$ cat config.mk
export PLATFORM = sky130hd
export DESIGN_NAME = opx_seq
export DESIGN_NICKNAME = d
export VERILOG_FILES = /design/src/rtl/opx_pkg.sv /design/src/rtl/opx_addr_unit.sv /design/src/rtl/opx_byte_buf.sv /design/src/rtl/opx_ctrl.sv /design/src/rtl/opx_seq.sv
export SDC_FILE = /design/constraint.sdc
export NUM_CORES = 1
export LEC_CHECK = 0
export BUFFER_PORTS_ARGS = -buffer_cell sky130_fd_sc_hd__buf_2
export CAP_MARGIN = 20
export CELL_PAD_IN_SITES_DETAIL_PLACEMENT = 0
export CELL_PAD_IN_SITES_GLOBAL_PLACEMENT = 1
export CORE_MARGIN = 3
export CORE_UTILIZATION = 35
export DETAILED_ROUTE_END_ITERATION = 10
export PLACE_DENSITY = 0.85
export SLEW_MARGIN = 0
export SYNTH_ARGS = -nofsm -noshare
export SYNTH_HDL_FRONTEND = slang
export SYNTH_SLANG_ARGS = --single-unit
$ cat constraint.sdc
create_clock -name clk -period 2.05 [get_ports clk]
set_input_delay 0.1025 -clock clk [delete_from_list [all_inputs] [get_ports clk]]
set_output_delay 0.1025 -clock clk [all_outputs]
set_load 0.02 [all_outputs]
$ cat src/rtl/opx_pkg.sv
package opx_pkg;
   typedef enum logic [2:0] {
      S_IDLE,
      S_HOLD,
      S_REQ,
      S_WGT,
      S_XFER,
      S_REL,
      S_FIN
   } opx_state_e;

   // operand size in bytes for each length code
   function automatic int unsigned opx_len_bytes(input logic [1:0] code,
                                                 input int unsigned host_b,
                                                 input int unsigned max_b);
      case (code)
         2'd0:    return host_b;
         2'd1:    return 4;
         2'd2:    return 8;
         default: return max_b;
      endcase
   endfunction
endpackage

$ cat src/rtl/opx_addr_unit.sv
module opx_addr_unit #(
   parameter int ADDR_W = 20,
   parameter int IDX_W  = 4
) (
   input  logic              clk,
   input  logic              rst_n,
   input  logic              base_ld,
   input  logic [ADDR_W-1:0] base_i,
   input  logic              idx_ld,
   input  logic [IDX_W-1:0]  idx_init,
   input  logic              idx_inc,
   output logic [IDX_W-1:0]  idx_o,
   output logic [ADDR_W-1:0] addr_o
);
   logic [ADDR_W-1:0] base_q;
   logic [IDX_W-1:0]  idx_q;

   always_ff @(posedge clk or negedge rst_n) begin
      if (!rst_n) begin
         base_q <= '0;
         idx_q  <= '0;
      end else begin
         if (base_ld) base_q <= base_i;
         if (idx_ld)       idx_q <= idx_init;
         else if (idx_inc) idx_q <= idx_q + 1'b1;
      end
   end

   assign idx_o  = idx_q;
   assign addr_o = base_q + ADDR_W'(idx_q);
endmodule

$ cat src/rtl/opx_byte_buf.sv
module opx_byte_buf #(
   parameter int BYTE_W     = 8,
   parameter int NBYTES     = 10,
   parameter int HOST_BYTES = 2,
   parameter int IDX_W      = 4
) (
   input  logic                         clk,
   input  logic                         rst_n,
   input  logic                         host_ld,
   input  logic [HOST_BYTES*BYTE_W-1:0] host_data,
   input  logic                         res_ld,
   input  logic [NBYTES*BYTE_W-1:0]     res_data,
   input  logic                         rd_we,
   input  logic [IDX_W-1:0]             idx,
   input  logic [BYTE_W-1:0]            rd_byte,
   output logic [BYTE_W-1:0]            sel_byte,
   output logic [NBYTES*BYTE_W-1:0]     flat_o
);
   logic [BYTE_W-1:0] b_q [NBYTES];

   for (genvar i = 0; i < NBYTES; i++) begin : g_byte
      logic [BYTE_W-1:0] host_v;
      if (i < HOST_BYTES) begin : g_host
         assign host_v = host_data[i*BYTE_W +: BYTE_W];
      end else begin : g_zero
         assign host_v = '0;
      end

      always_ff @(posedge clk or negedge rst_n) begin
         if (!rst_n)                              b_q[i] <= '0;
         else if (host_ld)                        b_q[i] <= host_v;
         else if (res_ld)                         b_q[i] <= res_data[i*BYTE_W +: BYTE_W];
         else if (rd_we && idx == IDX_W'(i))      b_q[i] <= rd_byte;
      end

      assign flat_o[i*BYTE_W +: BYTE_W] = b_q[i];
   end

   always_comb begin
      sel_byte = '0;
      for (int k = 0; k < NBYTES; k++)
         if (idx == IDX_W'(k)) sel_byte = b_q[k];
   end
endmodule

$ cat src/rtl/opx_ctrl.sv
module opx_ctrl
   import opx_pkg::*;
#(
   parameter int HOST_BYTES = 2,
   parameter int MAX_BYTES  = 10,
   parameter int IDX_W      = 4
) (
   input  logic             clk,
   input  logic             rst_n,
   input  logic             host_cyc,
   input  logic             host_wr,
   input  logic [1:0]       len_code,
   input  logic             result_rdy,
   input  logic             gt_i,
   input  logic [IDX_W-1:0] idx,
   output logic             base_ld,
   output logic             idx_ld,
   output logic [IDX_W-1:0] idx_init,
   output logic             idx_inc,
   output logic             host_ld,
   output logic             res_ld,
   output logic             rd_we,
   output logic             rq_o,
   output logic             bus_rd,
   output logic             bus_wr,
   output logic             busy,
   output logic             op_valid
);
   opx_state_e       st_q, st_d;
   logic             wr_q;
   logic [IDX_W-1:0] last_q;
   logic [IDX_W-1:0] len_now;

   assign len_now = IDX_W'(opx_len_bytes(len_code, HOST_BYTES, MAX_BYTES));

   always_ff @(posedge clk or negedge rst_n) begin
      if (!rst_n) begin
         st_q   <= S_IDLE;
         wr_q   <= 1'b0;
         last_q <= '0;
      end else begin
         st_q <= st_d;
         if (st_q == S_IDLE && host_cyc) begin
            wr_q   <= host_wr;
            last_q <= len_now - 1'b1;
         end
      end
   end

   always_comb begin
      st_d     = st_q;
      base_ld  = 1'b0;
      idx_ld   = 1'b0;
      idx_init = '0;
      idx_inc  = 1'b0;
      host_ld  = 1'b0;
      res_ld   = 1'b0;
      rq_o     = 1'b0;
      bus_rd   = 1'b0;
      bus_wr   = 1'b0;
      rd_we    = 1'b0;
      op_valid = 1'b0;
      case (st_q)
         S_IDLE: if (host_cyc) begin
            base_ld = 1'b1;
            if (host_wr) begin
               st_d = S_HOLD;
            end else begin
               host_ld  = 1'b1;
               idx_ld   = 1'b1;
               idx_init = IDX_W'(HOST_BYTES);
               st_d     = (len_now == IDX_W'(HOST_BYTES)) ? S_FIN : S_REQ;
            end
         end
         S_HOLD: if (result_rdy) begin
            res_ld   = 1'b1;
            idx_ld   = 1'b1;
            idx_init = '0;
            st_d     = S_REQ;
         end
         S_REQ: begin
            rq_o = 1'b1;
            st_d = S_WGT;
         end
         S_WGT: if (gt_i) st_d = S_XFER;
         S_XFER: begin
            bus_rd = !wr_q;
            bus_wr = wr_q;
            rd_we  = !wr_q;
            if (idx == last_q) st_d = S_REL;
            else               idx_inc = 1'b1;
         end
         S_REL: begin
            rq_o = 1'b1;
            st_d = S_FIN;
         end
         S_FIN: begin
            op_valid = !wr_q;
            st_d     = S_IDLE;
         end
         default: st_d = S_IDLE;
      endcase
   end

   assign busy = (st_q != S_IDLE);
endmodule

$ cat src/rtl/opx_seq.sv
module opx_seq #(
   parameter int ADDR_W     = 20,
   parameter int BYTE_W     = 8,
   parameter int HOST_BYTES = 2,
   parameter int MAX_BYTES  = 10
) (
   input  logic                         clk,
   input  logic                         rst_n,
   input  logic                         host_cyc,
   input  logic                         host_wr,
   input  logic [ADDR_W-1:0]            host_addr,
   input  logic [HOST_BYTES*BYTE_W-1:0] host_data,
   input  logic [1:0]                   len_code,
   input  logic                         result_rdy,
   input  logic [MAX_BYTES*BYTE_W-1:0]  res_data,
   input  logic                         gt_i,
   output logic                         rq_o,
   output logic [ADDR_W-1:0]            bus_addr,
   input  logic [BYTE_W-1:0]            bus_din,
   output logic [BYTE_W-1:0]            bus_dout,
   output logic                         bus_rd,
   output logic                         bus_wr,
   output logic                         busy,
   output logic                         op_valid,
   output logic [MAX_BYTES*BYTE_W-1:0]  op_data
);
   localparam int IDX_W = $clog2(MAX_BYTES + 1);

   if (HOST_BYTES < 1 || HOST_BYTES >= 4) begin : g_bad_host
      $error("opx_seq: HOST_BYTES must be 1..3");
   end
   if (MAX_BYTES < 8) begin : g_bad_max
      $error("opx_seq: MAX_BYTES must be at least 8");
   end

   logic             base_ld, idx_ld, idx_inc, host_ld, res_ld, rd_we;
   logic [IDX_W-1:0] idx_init, idx;

   opx_ctrl #(.HOST_BYTES(HOST_BYTES), .MAX_BYTES(MAX_BYTES), .IDX_W(IDX_W)) u_ctrl (
      .clk(clk), .rst_n(rst_n), .host_cyc(host_cyc), .host_wr(host_wr),
      .len_code(len_code), .result_rdy(result_rdy), .gt_i(gt_i), .idx(idx),
      .base_ld(base_ld), .idx_ld(idx_ld), .idx_init(idx_init), .idx_inc(idx_inc),
      .host_ld(host_ld), .res_ld(res_ld), .rd_we(rd_we), .rq_o(rq_o),
      .bus_rd(bus_rd), .bus_wr(bus_wr), .busy(busy), .op_valid(op_valid)
   );

   opx_addr_unit #(.ADDR_W(ADDR_W), .IDX_W(IDX_W)) u_addr (
      .clk(clk), .rst_n(rst_n), .base_ld(base_ld), .base_i(host_addr),
      .idx_ld(idx_ld), .idx_init(idx_init), .idx_inc(idx_inc),
      .idx_o(idx), .addr_o(bus_addr)
   );

   opx_byte_buf #(.BYTE_W(BYTE_W), .NBYTES(MAX_BYTES), .HOST_BYTES(HOST_BYTES),
                  .IDX_W(IDX_W)) u_buf (
      .clk(clk), .rst_n(rst_n), .host_ld(host_ld), .host_data(host_data),
      .res_ld(res_ld), .res_data(res_data), .rd_we(rd_we), .idx(idx),
      .rd_byte(bus_din), .sel_byte(bus_dout), .flat_o(op_data)
   );
endmodule

Word level (Yosys, flattened, before mapping). Cells that the tools add are included.

Bits in registers: 112. Input port bits: 132. Output and inout port bits: 113. Logic and storage cells: 137.

$add $sub $neg: 3. Equality and inequality tests: 23. Multiplexer cells: 67. Reduce and logical (&&, ||, !) cells: 29.

Operators with widths (count): 2-to-1 mux 8 bit (40); nonzero test 3 bit (11); adder 20 x 4 -> 20 bit (1); 2-to-1 mux 3 bit (6); case mux 3 bit (6 select lines) (1); equality test 4 x 3 -> 1 bit, second input constant (4); 2-to-1 mux 4 bit (4); 2-to-1 mux 1 bit (13); equality test 4 x 2 -> 1 bit, second input constant (3); case mux 4 bit (3 select lines) (1); logical AND 1 bit (11); equality test 3 bit, second input constant (3); equality test 4 bit, second input constant (2); equality test 3 x 2 -> 1 bit, second input constant (2); != test 2 bit, second input constant (3); adder 4 x 1 -> 4 bit, second input constant (1); equality test 4 x 1 -> 1 bit, second input constant (1); equality test 4 bit (1); logical NOT 4 bit (1); AND reduction 4 bit (1); subtractor 4 x 1 -> 4 bit, second input constant (1); equality test 3 x 1 -> 1 bit, second input constant (1); logical NOT 3 bit (1); equality test 2 x 1 -> 1 bit, second input constant (1); 8 further kinds (8).

Logic depth before layout (Yosys ltp).
Depth after elaboration: 11. Mapped depth: 7. Gate-level depth less buffers: 6.

Modules after synthesis. From an unflattened synthesis, not the netlist that was laid out.

Cell total of the unflattened synthesis: 710. Area, all modules: 7018.0 um^2.

By module, submodules not included: opx_byte_buf (instances 1, cells an instance 529, area an instance 5037.3 um^2, seq. area each 2001.9 um^2); opx_addr_unit (instances 1, cells an instance 121, area an instance 1385.1 um^2, seq. area each 600.6 um^2); opx_ctrl (instances 1, cells an instance 60, area an instance 595.6 um^2, seq. area each 200.2 um^2).

Worst setup path after synthesis. OpenSTA, ideal clock, no wires.

Path type: flip-flop to output port. Start point: reg u_addr.idx_q[0] (netlist: u_addr.idx_o[0]). End point: out bus_addr[14]. Data arrival time: 2.124 ns. Required time: 1.947 ns. Setup slack: -0.176 ns. Cell stages (with the launch flop): 7. Cell sequence: dfrtp_1 > ha_1 > fa_1 > a21o_1 > a21oi_1 > nor3_1 > xor2_1.

Word-level cells in the longest chain between the ends: 1.

RTL lines: start, declared (RTL line opx_addr_unit.sv:16) `logic [IDX_W-1:0] idx_q;`; start signal, assigned (RTL line opx_addr_unit.sv:24) `if (idx_ld) idx_q <= idx_init;`; start signal, assigned (RTL line opx_addr_unit.sv:25) `else if (idx_inc) idx_q <= idx_q + 1'b1;`; adder 20 x 4 -> 20 bit (RTL line opx_addr_unit.sv:30) `assign addr_o = base_q + ADDR_W'(idx_q);`; end, declared (RTL line opx_seq.sv:18) `output logic [ADDR_W-1:0] bus_addr,`.

Every way passes these cells.

Final worst setup path.
Start point: reg u_addr.idx_q[1] (netlist: u_addr.idx_o[1]). End point: out bus_dout[0].

Word-level cells in the longest chain between the ends: 11. Elaborated cells between the ends (all ways): 20.

RTL lines: logical NOT 4 bit (RTL line opx_byte_buf.sv:42) `if (idx == IDX_W'(k)) sel_byte = b_q[k];`; 2-to-1 mux 8 bit (9 in series) (RTL line opx_byte_buf.sv:42); 2-to-1 mux 8 bit * (RTL line opx_byte_buf.sv:42); end, declared (RTL line opx_seq.sv:20) `output logic [BYTE_W-1:0] bus_dout,`.

Every way passes the cells marked *; elsewhere a longest branch is shown, timed or not.

==> results by group <==
Power and ir drop
  • Maximum vdd drop: 997 uV
  • Psw: 8.38 mW
  • Sw frac: 0.455
  • Combinational Power Share: 0.651
  • Sequential share of power: 0.256
  • Clk network pwr share: 0.093
  • PD cells: 1730 nW/um2
  • Leak Pwr: 4.80 nW
  • Int Power: 10.0 mW

Placement
  • IO buf count: 244
  • Dpl cells: 1224
  • Pre-CTS setup slack: -0.0793 ns
  • Post-detail-place hpwl: 19.9 mm
  • Placed Area: 9150 um2
  • RePlAce Congestion: 0.918

Min path
  • Worst Hold Class: in -> reg

Timing
  • Rel. slew slack: 0.612
  • Setup WS post-layout: -0.283 ns
  • Final-report setup violation count: 41
  • Final period util: 1.14
  • Final Hold Vio Count: 0
  • Worst Hold Slack: 0.0142 ns
  • Max Transition Viols Final: 0
  • Worst Skew: 0.00955 ns
  • Unrepaired setup endpoints after global routing: yes
  • Worst slew pin tran: 0.583 ns
  • Final critical-path required period: 2.33 ns
  • Highest Clock Rate: 0.429 GHz

Routing
  • Drt drc: 0
  • Drt pass-1 iters: 7
  • Average wire per standard cell: 21.9 um
  • Iteration-0 DRC Markers: 550
  • Vias: 6921
  • Via-to-Cell Ratio: 5.43
  • Final wirelength: 28.0 mm
  • Post-route ant nets: 0

Clocking
  • Worst-path clk slew: 0.07 ns
  • CTS buffer count: 9
  • Clock Latency Late Sink: 0.37 ns
  • H-tree Lvls: 3
  • CTS tree: done
  • Clock Tree Root: clkbuf_16
  • Clk sink count: 112
  • Clock buffer depth: 2

Layout
  • # fillers: 1735
  • Fin nets: 1148
  • Share of cells above drive strength 1: 0.530
  • Area delta synth->final: 48.3%
  • Post-Layout Inst Area: 10600 um2
  • Non-Filler Instances: 1275
  • Most common cell after layout, fill and taps aside: buf_2
  • Commonest non-fill, non-tap cells in the layout: buf_2, dfrtp_1, nand2_1

Synth
  • Largest family of logic cells by synthesized area: multiplexers
  • Post-synth EDFFs: 0
  • Fraction of synthesized cell area in xor and xnor cells: 0.0281
  • Simple logic cell fraction of the synthesized area: 0.146
  • Post-Syn Area: 7160 um2
  • Yosys warns: 0
  • Post-synthesis mux area share: 0.185
  • Sequential-to-total area share from yosys stat: 0.391
  • Synthesized netlist cell count: 708
  • Async set-reset flop share out of synthesis: 1.00
  • Share of the synthesized area in the top cell type: 0.391
  • Ys flop type: dfrtp_1
  • Distinct cells, synth: 63
  • Syn_area_per_cell: 10.1 um2
  • Post-Synth Adder-Cell Area: 0.0220
  • Post-Syn Nets: 852
  • Compound-gate portion of the synthesized area: 0.170
  • Leading post-synthesis cells by cell area: dfrtp_1, mux2_4, mux2_2
  • Post-synth top area cell: dfrtp_1
  • Yosys reg bits: 112

GRT
  • Gr ovfl total: 0
  • Largest net degree at the start of global routing: 59
  • Total Routing Usage GR: 0.242
  • Initial antenna violation count: 1
  • Vias in the first global route: 6872
  • Global-route wire length before repair: 40.8 mm

Critical path
  • Worst EP required: 1.95 ns
  • CP Capture Type: output port
  • Length in cells of the worst reg-to-reg path: 6
  • WP data arrival: 2.23 ns
  • R2r setup slk: -0.03 ns
  • Critical path class: reg -> out
  • Setup crit start: u_addr.idx_o[1]
  • Setup crit start kind: flop
  • Worst setup endpoint: bus_dout[0]
  • Reg2reg end: u_buf.flat_o[18]
  • Crit Path Max Fanout: 7
  • Crit Reg-Reg Startpoint: u_ctrl.st_q[0]

Floorplan
  • Die Area: 22200 um2
  • Site row count: 51
  • Width of the die: 149 um
  • Initial Util: 0.362
  • Height of the die: 149 um
  • Core area: 19800 um2
  • # IOs: 245

Flow run
  • Max_cap viols: 0

Status
  • Violated checks: negative setup slack
  • Status: finished with violations
power groups by stage:
| stage | clock [mW] | combinational (mW) | sequential (mW) |
|---|---|---|---|
| floorplan | 0 | 5.49 | 5.15 |
| global placement | 0 | 9.81 | 4.57 |
| detailed placement | 0 | 9.94 | 4.56 |
| CTS | 1.74 | 11.4 | 4.63 |
| global route | 1.81 | 12.6 | 4.84 |
| finish | 1.72 | 12.0 | 4.71 |
layer usage:
layer  up-vias  GRT usage  part of all wire
li1       3164          -                 -
met4         0      0.101             0.031
met5         -          0                 0
met2       309      0.386              0.47
met1      3404      0.323              0.43
met3        44     0.0453             0.069
cell families (layout without fill, tap and decap cells):
family | Yosys count | after routing
simple gates | 206 | 206
buf+inv | 71 | 372
fa+ha+maj | 12 | 12
flops | 112 | 112
other cells | 0 | 1
xor+xnor | 23 | 23
compound gates | 181 | 181
mux | 103 | 103
synth_stat cells (2+ instances only):
library cell and instances:
buf_1 3, nand2b_1 12, o22ai_1 8, xnor2_1 11
a22oi_1 6, and3_1 3, nor2_1 14, buf_2 5
nor2b_1 9, o21ai_0 4, a221oi_1 7, o311ai_0 2
nand4_1 2, a211oi_1 11, nand3b_1 4, mux2_1 15
a221o_1 7, mux2_2 44, dfrtp_1 112, nand3_1 2
a21o_1 6, xor2_1 12, clkbuf_1 31, a21o_4 6
inv_1 12, buf_6 6, buf_4 9, nor3b_1 11
nor4b_1 2, a31o_2 2, buf_8 5, nor3_1 31
a31oi_1 23, a21oi_1 80, mux2_4 44, and4_1 3
o221ai_1 7, ha_1 11, nand2_1 102
timing repair:
action / in CTS / in global routing
buffers inserted: 5 / 6
endpoints found under the hold margin: 89 / 0
pin swaps: 31 / 15
hold buffers: 21 / 0
gates resized for setup: 125 / 58
gates cloned: 2 / 2
setup endpoints to repair: 81 / 95
flip-flops by register name, indices dropped and copies added (netlist names):
| register | cells |
|---|---|
| u_ctrl.last_q | 4 |
| u_addr.idx_o | 4 |
| u_addr.base_q | 20 |
| u_buf.flat_o | 80 |
| u_ctrl.st_q | 3 |
| u_ctrl.wr_q | 1 |
through the flow:
step	util	total power, mW	setup TNS [ns]
5_1_grt	0.537	19.3	-9.11
2_1_floorplan	-	10.6	0
4_1_cts	0.520	17.7	-5.43
3_5_place_dp	0.463	14.5	-1.08
6_report	0.537	18.4	-5.38
3_3_place_gp	0.463	14.4	-0.162
area by class of cell:
type	instances	area (um2)	share of cell area
antenna	1	2.50	0.000236
tap	265	332	0.0312
clock inverter	4	30.0	0.00283
timing repair buffer	344	2470	0.233
inverter	12	48.8	0.00459
multi-input combinational	525	4690	0.441
clock buffer	12	246	0.0232
sequential	112	2800	0.264
critical path, cell delays in order (launching register included):
cell	delay, ns
dfrtp_1	0.42
inv_2	0.13
ha_4	0.22
buf_8	0.14
nor2b_2	0.04
buf_6	0.14
a211oi_4	0.28
a31oi_4	0.07
buf_4	0.15
o22ai_2	0.12
buf_6	0.14
worst min-delay path by stage:
stage | slack, ns | startpoint | depth (start not counted) | to
3_3_place_gp | -0.02 | rst_n | 1 | u_buf.flat_o[0]
2_1_floorplan | -0.19 | rst_n | 0 | u_addr.base_q[0]
5_1_grt | 0.04 | gt_i | 3 | u_ctrl.st_q[2]
3_5_place_dp | -0.02 | rst_n | 1 | u_buf.flat_o[0]
6_report | 0.01 | gt_i | 3 | u_ctrl.st_q[2]
4_1_cts | 0.0008 | gt_i | 3 | u_ctrl.st_q[2]
Power figures use the tool's default switching activity.
